==> src/rtl/rdc_pkg.sv <==
package rdc_pkg;
  parameter int unsigned RDC_TMR_W  = 6;
  parameter int unsigned RDC_VAL_W  = 7;
  parameter int unsigned RDC_CT_W   = 4;
  parameter int unsigned RDC_SYNC_N = 2;

  typedef enum logic {
    TRIG_TIMER = 1'b0,
    TRIG_PIN   = 1'b1
  } rdc_trig_e;
endpackage

==> src/rtl/rdc_dwell_timer.sv <==
module rdc_dwell_timer #(
  parameter int unsigned TMR_W = 6
) (
  input  logic             clk,
  input  logic             rst_n,
  input  logic [TMR_W-1:0] dwell_len,
  input  logic [TMR_W-1:0] sample_at,
  output logic             wrap,
  output logic             hit
);
  logic [TMR_W-1:0] cnt_q, cnt_d;
  logic             run_q, run_d;

  always_comb begin
    run_d = 1'b1;
    if (cnt_q == '0) cnt_d = dwell_len - 1'b1;
    else             cnt_d = cnt_q - 1'b1;
  end

  always_ff @(posedge clk or negedge rst_n) begin
    if (!rst_n) begin
      cnt_q <= '0;
      run_q <= 1'b0;
    end else begin
      cnt_q <= cnt_d;
      run_q <= run_d;
    end
  end

  assign wrap = run_q && (cnt_q == '0);
  assign hit  = run_q && (cnt_q == sample_at);

  a_r1_count_down: assert property (@(posedge clk) disable iff (!rst_n)
    (run_q && cnt_q != '0) |=> (cnt_q == $past(cnt_q) - 1'b1));
endmodule

==> src/rtl/rdc_trig_sync.sv <==
module rdc_trig_sync #(
  parameter int unsigned SYNC_N = 2
) (
  input  logic clk,
  input  logic rst_n,
  input  logic pin,
  output logic rise
);
  logic [SYNC_N-1:0] sync_q, sync_d;
  logic              prev_q;

  generate
    if (SYNC_N == 1) begin : g_one
      always_comb sync_d = pin;
    end else begin : g_many
      always_comb sync_d = {sync_q[SYNC_N-2:0], pin};
    end
  endgenerate

  always_ff @(posedge clk or negedge rst_n) begin
    if (!rst_n) begin
      sync_q <= '0;
      prev_q <= 1'b0;
    end else begin
      sync_q <= sync_d;
      prev_q <= sync_q[SYNC_N-1];
    end
  end

  assign rise = sync_q[SYNC_N-1] & ~prev_q;

  a_r8_single_pulse: assert property (@(posedge clk) disable iff (!rst_n)
    rise |=> !rise);
endmodule

==> src/rtl/rdc_conv_seq.sv <==
module rdc_conv_seq #(
  parameter int unsigned VAL_W = 7,
  parameter int unsigned CT_W  = 4
) (
  input  logic             clk,
  input  logic             rst_n,
  input  logic             start,
  input  logic [CT_W-1:0]  conv_time,
  input  logic [VAL_W-1:0] value,
  input  logic [VAL_W-1:0] limit,
  output logic             busy,
  output logic             done_pass,
  output logic [VAL_W-1:0] sample,
  output logic             above
);
  logic             busy_q, busy_d;
  logic [CT_W-1:0]  ccnt_q, ccnt_d;
  logic [VAL_W-1:0] sample_q;
  logic             above_q;
  logic             last, start_ok, pass_now;

  assign last     = busy_q && (ccnt_q <= 1);
  assign start_ok = start && !busy_q;
  assign pass_now = (value >= limit);

  always_comb begin
    busy_d = busy_q;
    ccnt_d = ccnt_q;
    if (start_ok) begin
      busy_d = 1'b1;
      ccnt_d = conv_time;
    end else if (last) begin
      busy_d = 1'b0;
    end else if (busy_q) begin
      ccnt_d = ccnt_q - 1'b1;
    end
  end

  always_ff @(posedge clk or negedge rst_n) begin
    if (!rst_n) begin
      busy_q <= 1'b0;
      ccnt_q <= '0;
    end else begin
      busy_q <= busy_d;
      ccnt_q <= ccnt_d;
    end
  end

  always_ff @(posedge clk or negedge rst_n) begin
    if (!rst_n) begin
      sample_q <= '0;
      above_q  <= 1'b0;
    end else if (last) begin
      sample_q <= value;
      above_q  <= pass_now;
    end
  end

  assign busy      = busy_q;
  assign done_pass = last && pass_now;
  assign sample    = sample_q;
  assign above     = above_q;

  a_r2_hold_idle: assert property (@(posedge clk) disable iff (!rst_n)
    !busy_q |=> $stable(sample_q));
  a_r9_run_length: assert property (@(posedge clk) disable iff (!rst_n)
    (busy_q && ccnt_q > 1) |=> (busy_q && ccnt_q == $past(ccnt_q) - 1'b1));
  a_r4_compare: assert property (@(posedge clk) disable iff (!rst_n)
    $fell(busy_q) |-> (above_q == (sample_q >= $past(limit))));
endmodule

==> src/rtl/rssi_div_ctrl.sv <==
module rssi_div_ctrl
  import rdc_pkg::*;
#(
  parameter int unsigned TMR_W  = RDC_TMR_W,
  parameter int unsigned VAL_W  = RDC_VAL_W,
  parameter int unsigned CT_W   = RDC_CT_W,
  parameter int unsigned SYNC_N = RDC_SYNC_N
) (
  input  logic             clk,
  input  logic             rst_n,
  input  logic [TMR_W-1:0] dwell_len,
  input  logic [TMR_W-1:0] sample_at,
  input  logic [CT_W-1:0]  conv_time,
  input  logic [VAL_W-1:0] rssi_limit,
  input  logic             use_rssi,
  input  logic             src_sel,
  input  logic             ext_trig_mode,
  input  logic             ext_adc_mode,
  input  logic             sar_en,
  input  logic             ext_trig_pin,
  input  logic [VAL_W-1:0] adc_in0,
  input  logic [VAL_W-1:0] adc_in1,
  input  logic [VAL_W-1:0] ext_sar_in,
  output logic             ant_sel,
  output logic             conv_pwr,
  output logic [VAL_W-1:0] rssi_sample,
  output logic             above_limit,
  output logic             cca_busy,
  output logic [VAL_W-1:0] sar_out
);
  logic             wrap, hit, pin_rise, start;
  logic             busy, done_pass, above;
  logic [VAL_W-1:0] conv_val, sample;
  rdc_trig_e        trig_src;

  logic ant_q, ant_d, lock_q, lock_d, pass_q, pass_d, pass_dwell, lock_eff;

  rdc_dwell_timer #(.TMR_W(TMR_W)) u_timer (
    .clk(clk), .rst_n(rst_n), .dwell_len(dwell_len), .sample_at(sample_at),
    .wrap(wrap), .hit(hit)
  );

  rdc_trig_sync #(.SYNC_N(SYNC_N)) u_sync (
    .clk(clk), .rst_n(rst_n), .pin(ext_trig_pin), .rise(pin_rise)
  );

  assign trig_src = ext_trig_mode ? TRIG_PIN : TRIG_TIMER;
  assign start    = (trig_src == TRIG_PIN) ? pin_rise : hit;
  assign conv_val = ext_adc_mode ? ext_sar_in : (src_sel ? adc_in1 : adc_in0);

  rdc_conv_seq #(.VAL_W(VAL_W), .CT_W(CT_W)) u_conv (
    .clk(clk), .rst_n(rst_n), .start(start), .conv_time(conv_time),
    .value(conv_val), .limit(rssi_limit), .busy(busy), .done_pass(done_pass),
    .sample(sample), .above(above)
  );

  // diversity decision
  assign pass_dwell = pass_q || done_pass;
  assign lock_eff   = lock_q && use_rssi;

  always_comb begin
    pass_d = pass_q;
    lock_d = lock_q;
    ant_d  = ant_q;
    if (wrap)           pass_d = 1'b0;
    else if (done_pass) pass_d = 1'b1;
    if (!use_rssi)                lock_d = 1'b0;
    else if (wrap && pass_dwell)  lock_d = 1'b1;
    if (wrap && !lock_eff && !(use_rssi && pass_dwell)) ant_d = ~ant_q;
  end

  always_ff @(posedge clk or negedge rst_n) begin
    if (!rst_n) begin
      ant_q  <= 1'b0;
      lock_q <= 1'b0;
      pass_q <= 1'b0;
    end else begin
      ant_q  <= ant_d;
      lock_q <= lock_d;
      pass_q <= pass_d;
    end
  end

  assign ant_sel     = ant_q;
  assign conv_pwr    = busy && ext_adc_mode;
  assign rssi_sample = sample;
  assign above_limit = above;
  assign cca_busy    = use_rssi && above;
  assign sar_out     = (sar_en && !ext_adc_mode) ? sample : '0;

  a_r5_hold_locked: assert property (@(posedge clk) disable iff (!rst_n)
    (wrap && lock_q && use_rssi) |=> $stable(ant_q));
  a_r8_timer_muted: assert property (@(posedge clk) disable iff (!rst_n)
    (ext_trig_mode && !pin_rise && !busy) |=> !busy);
  a_r1_toggle_free: assert property (@(posedge clk) disable iff (!rst_n)
    (wrap && !use_rssi) |=> (ant_q != $past(ant_q)));
endmodule

==> config.mk <==
export PLATFORM = sky130hd
export DESIGN_NAME = rssi_div_ctrl
export DESIGN_NICKNAME = d
export VERILOG_FILES = /design/src/rtl/rdc_pkg.sv /design/src/rtl/rdc_dwell_timer.sv /design/src/rtl/rdc_trig_sync.sv /design/src/rtl/rdc_conv_seq.sv /design/src/rtl/rssi_div_ctrl.sv
export SDC_FILE = /design/constraint.sdc
export NUM_CORES = 1
export LEC_CHECK = 0
export BUFFER_PORTS_ARGS = -buffer_cell sky130_fd_sc_hd__buf_2
export CAP_MARGIN = 0
export CORE_AREA = 3 3 72 74
export DETAILED_ROUTE_END_ITERATION = 12
export DIE_AREA = 0 0 75 77
export GPL_TIMING_DRIVEN = 1
export HOLD_SLACK_MARGIN = 0.12
export SETUP_SLACK_MARGIN = 0.5
export SYNTH_ARGS = -nofsm -noshare
export SYNTH_HDL_FRONTEND = slang
export SYNTH_SLANG_ARGS = --single-unit
==> constraint.sdc <==
create_clock -name clk -period 2.8 [get_ports clk]
set_clock_uncertainty 0.2 [all_clocks]
set_input_delay 0.14 -clock clk [delete_from_list [all_inputs] [get_ports clk]]
set_output_delay 0.14 -clock clk [all_outputs]
set_load 0.05 [all_outputs]
-- After elaboration in Yosys (flattened, before gate mapping)
Index checks and enable logic that the tools add are counted.
- input bits: 52
- register bits: 26
- latch bits: 0
- word-level logic and storage cells: 60
- memory bits (read-only): 0
- memories kept: 0
- RAM bits: 0
- output and inout port bits: 18
- equal/unequal tests: 3
- reduce and logical (&&, ||, !) cells: 23
- $mul: 0
- divide/modulo/power cells: 0
- $add $sub $neg: 3
- shift-type cells: 0
- bitwise gates (word level): 3
- multiplexer cells: 15
- magnitude comparators: 2
- operators by type and width (operator ; number):
    $mux 7 ; 3
    $logic_and 1x1->1 ; 13
    $mux 4 ; 3
    $sub 6x1->6 const B ; 2
    $mux 1 ; 8
    $ge 7x7->1 ; 1
    $eq 6x6->1 ; 1
    $logic_not 6->1 ; 1
    $mux 6 ; 1
    $reduce_bool 2->1 ; 3
    $le 4x1->1 const B ; 1
    $logic_not 1->1 ; 4
    $sub 4x1->4 const B ; 1
    $ne 2x1->1 const B ; 1
    $ne 2x2->1 const B ; 1
    $not 1->1 ; 2
    $reduce_and 2->1 ; 1
    $and 1x1->1 ; 1
    $logic_or 1x1->1 ; 1

-- Longest topological paths before layout
- depth after elaboration: 8
- depth in mapped cells: 10
- mapped depth without buffers: 9

-- Cells and area by module
A second synthesis with hierarchy kept.
- cell total of the unflattened synthesis: 166
- area total of the unflattened synthesis: 1679.1 µm²
- by module, submodules not included (module ; area an instance (µm²) ; instances ; seq. area each (µm²) ; cells an instance):
    rdc_conv_seq ; 812.0 ; 1 ; 325.3 ; 74
    rdc_dwell_timer ; 435.4 ; 1 ; 175.2 ; 44
    rssi_div_ctrl ; 342.8 ; 1 ; 75.1 ; 44
    rdc_trig_sync ; 88.8 ; 1 ; 75.1 ; 4

-- Worst setup path after synthesis
OpenSTA, ideal clock, no wires.
- kind: register to register
- start point: reg u_timer.cnt_q[4]
- end point: reg u_timer.cnt_q[4]
- slack: 540 ps
- buffers on the path: 0
- arrival time: 1934 ps
- stages on the path, launching flop included: 8
- setup time: 126 ps
- clock period less this slack: 2260 ps
- path through: dfrtp_1 > or3_4 > nor4_4 > a21oi_1 > ha_1 > nand2_1 > nor3_1 > o32a_1
- cells in the longest elaborated chain, start to end: 2
- elaborated cells between the ends (all ways): 3
- those cells by class: 1 x add/sub; 1 x mux; 1 x reduce/logical
- RTL lines (element ; RTL line ; RTL):
    from (decl) ; rdc_dwell_timer.sv:11 ; logic [TMR_W-1:0] cnt_q, cnt_d;
    from (signal assigned) ; rdc_dwell_timer.sv:25 ; cnt_q <= cnt_d;
    $sub 6x1->6 / $logic_not 6->1 (equally long branches) ; rdc_dwell_timer.sv:17, rdc_dwell_timer.sv:16 ;
    $mux 6 (*) ; rdc_dwell_timer.sv:16 ; if (cnt_q == '0) cnt_d = dwell_len - 1'b1;
    via u_timer.cnt_d[4] ; rdc_dwell_timer.sv:11 ;
The timed path passes the listed nets; every way through them passes the cells marked *.
A chain may end at the register's enable or synchronous reset.

-- Worst setup path in the final report
Ends and elaborated chain as after synthesis.

==> reports/qor.txt <==
die width = 75 µm
Inst Count DP = 289
Mapped Avg Cell Area = 9.560 µm²
Final setup viols = 0
Max-slew headroom = 61.07%
max-slew violation count = 0
Min-Delay Path Class = in -> reg
Area growth syn-to-layout = 42.63%
RSZ-0062 raised after global routing = true
clk slew on worst S/H paths = 90 ps
Netlist Area Pre-Place = 0.001597 mm²
Min-Delay Path Depth = 4
Pwr Total = 0.001992 W
sequential cell fraction of total power = 34.9%
Synth top cells by count = 26 x dfrtp_1, 15 x nand2_1, 13 x inv_1
Via Count = 1496
GR Util All Layers = 13.15%
die area = 0.005775 mm²
Layout Nets = 321
Setup Crit Path Kind = reg -> reg
share of cells above drive strength 1 = 33.33%
Met2 Wirelength = 1.696 mm
asr flop ratio synth = 100.0%
synthesis-stage register bit count = 26
clock buffer depth = 2
clk sinks = 26
syn nets = 229
largest net degree at the start of global routing = 27
LEAKAGE = 1.134 nW
first-pass GRT wire length = 6.175 mm
CP Buf/Inv Count = 0
crit-path max FO = 6
NetSw = 0.0008865 W
ys flop type = dfrtp_1
R2R cell count = 7
f_max = 448.7 MHz
Comb power frac = 49.6%
post-DP HPWL = 2.999 mm
antenna viol nets, final = 0
DRT iter0 DRCs = 31
Synth area leaders = dfrtp_1 41%, ha_1 7.8%, mux2_2 4.9%
Crit. End Element = register
Core ar. = 0.004661 mm²
ant diodes = 0
Arr. time, crit path = 2180 ps
Filler cells = 435
peak supply drop = 0.0003357 V
status = complete, no violations
Clock power frac = 15.5%
Rows = 25
GR Overflow Total = 0
number of global-route vias before repair = 1457
Post-synth EDFFs = 0
Ports = 70
M1 WL = 1.744 mm
Pint = 0.001105 W
final hold slack = 136.1 ps
Routed WL per cell = 12.36 µm
Final GP Congestion = 0.7819
most common cell in the netlist = dfrtp_1
Starting Density = 34.26%
power per cell area = 874.7 mW/mm²
Top Layer Used = met4
Final Hold Fails = 0
Post-CTS Setup Repair Bufs = 0
initial antenna violation count = 0
Crit path max-delay family = simple AND/OR/NAND/NOR gates
actual slew at the worst max-slew pin = 583.9 ps
Detailed Routing Iterations Pass 1 = 4
minimum clock period = 2228 ps
post-synthesis cell type count = 36
CP Launch Type = register
cell count along the critical path = 7
sequential-to-total area share from yosys stat = 40.75%
Tcrit/Tclk final = 79.59%
setup TNS = 0 ps
met3 wire length = 388 µm
Detailed Route WL = 3.856 mm
Worst-Skew Late Latency = 270 ps
post-synthesis cell count = 167
Final Non-Filler Cells = 312
CTS tree = built
largest area contributor in the netlist = dfrtp_1
worst path required time = 2760 ps
H-tree depth = 1
CP max stage delay = 450 ps
slowest CP cell = dfrtp_1
Root Driver = clkbuf_8
Warnings, synthesis = 0
DIE HEIGHT = 77 µm
routed vias/inst = 4.795
PortBufs = 69
number of max-cap violations = 0
Cell Chain, Critical Path = or3_4 -> nor4_4 -> a21oi_1 -> ha_1 -> nand2_1 -> nor3_1 -> o32a_1
Net Sw Frac = 44.51%
top-area cell type share of the netlist area = 40.75%
drc violations = 0
Num CTS Buffers = 3
[cell families (layout without fill, tap and decap cells)]
kind of cell | after synthesis | in the layout | synth area share [%]
fa+ha+maj | 10 | 10 | 7.837
other cells | 1 | 1 | 0.2349
buf+inv | 16 | 107 | 3.840
xor+xnor | 12 | 12 | 6.584
compound gates | 34 | 34 | 12.46
mux | 15 | 15 | 10.03
flops | 26 | 26 | 40.75
simple gates | 53 | 53 | 18.26
[layer usage]
metal	up-vias	track usage, %
met5	-	0
met4	0	3.203
met3	2	2.621
met2	67	22.56
met1	663	16.53
li1	764	-
[cell type report]
class	instances	area, µm²	share of cell area, %
inverters	13	48.80	2.143
multi-input cells	125	888.4	39.01
clock inverters	1	30.03	1.319
flip-flops and latches	26	650.6	28.57
clock buffers	3	41.29	1.813
repair buffers	90	550.5	24.18
well taps	54	67.56	2.967
[power groups by stage]
stage / registers (W) / logic (W) / clock network (W)
2_1_floorplan: 0.000894 / 0.000518 / 0
3_3_place_gp: 0.000703 / 0.000965 / 0
3_5_place_dp: 0.000701 / 0.000977 / 0
4_1_cts: 0.000695 / 0.000997 / 0.000320
5_1_grt: 0.000721 / 0.00109 / 0.000335
6_report: 0.000694 / 0.000989 / 0.000309
[state kept, by name, summed over array words and instances, names as in the netlist]
name	cells
u_timer.run_q	1
pass_q	1
u_sync.prev_q	1
u_conv.sample	7
u_conv.above	1
u_conv.ccnt_q	4
lock_q	1
u_conv.busy	1
u_sync.sync_q	2
u_timer.cnt_q	6
ant_sel	1
[worst reg2reg max path: stages (launching register included)]
cell and delay [ps]:
dfrtp_1 450, or3_4 430, nor4_4 210, a21oi_1 140, ha_1 220, nand2_1 100, nor3_1 50, o32a_1 320
[cells in the final DEF (no fill, tap or decap), drive strengths merged]
| cell type | count |
|---|---|
| buf | 71 |
| dfrtp | 26 |
| dlygate4sd3 | 19 |
| nand2 | 15 |
| o21ai | 15 |
| inv | 13 |
| and2 | 10 |
| ha | 10 |
| a21oi | 9 |
| xnor2 | 9 |
| nor2 | 8 |
| mux2 | 8 |
| mux2i | 7 |
| nor3 | 4 |
| nand3 | 4 |
| a31oi | 3 |
| xor2 | 3 |
| clkbuf | 3 |
| nor2b | 2 |
| nand4 | 2 |
| o221ai | 2 |
| nand2b | 2 |
| or3 | 2 |
| nor4 | 1 |
| nor4b | 1 |
| o32a | 1 |
| o31ai | 1 |
| o22ai | 1 |
| or4 | 1 |
| and4b | 1 |
| a21o | 1 |
| o21bai | 1 |
| bufinv | 1 |
| conb | 1 |
[worst paths after layout]
path	startpoint	end	slack [ps]
min	dwell_len[1]	u_timer.cnt_q[1]$_DFF_PN0_	140
max reg2reg	u_timer.cnt_q[4]$_DFF_PN0_	u_timer.cnt_q[4]$_DFF_PN0_	570
min in group asynchronous	rst_n	u_conv.ccnt_q[1]$_DFFE_PN0P_	200
min reg2reg	u_sync.sync_q[0]$_DFF_PN0_	u_sync.sync_q[1]$_DFF_PN0_	160
max in group asynchronous	rst_n	lock_q$_DFFE_PN0P_	1810
max	u_timer.cnt_q[4]$_DFF_PN0_	u_timer.cnt_q[4]$_DFF_PN0_	570
[timing repair]
item                                    CTS  global route
gates resized for setup                   0             1
hold buffers                             19             0
endpoints found under the hold margin    44             0
endpoints found under the setup margin    0             2
[metrics by stage]
stage	worst slack [ps]	utilization [%]	cell area (µm²)
after global routing	443.6	48.86	2277
after global placement	621.2	43.17	2012
after CTS	568.6	48.78	2273
after detailed placement	584.9	43.17	2012
after floorplan	540.0	-	1597
final	571.5	48.86	2277
No activity file was read; power rests on OpenSTA's default activity.
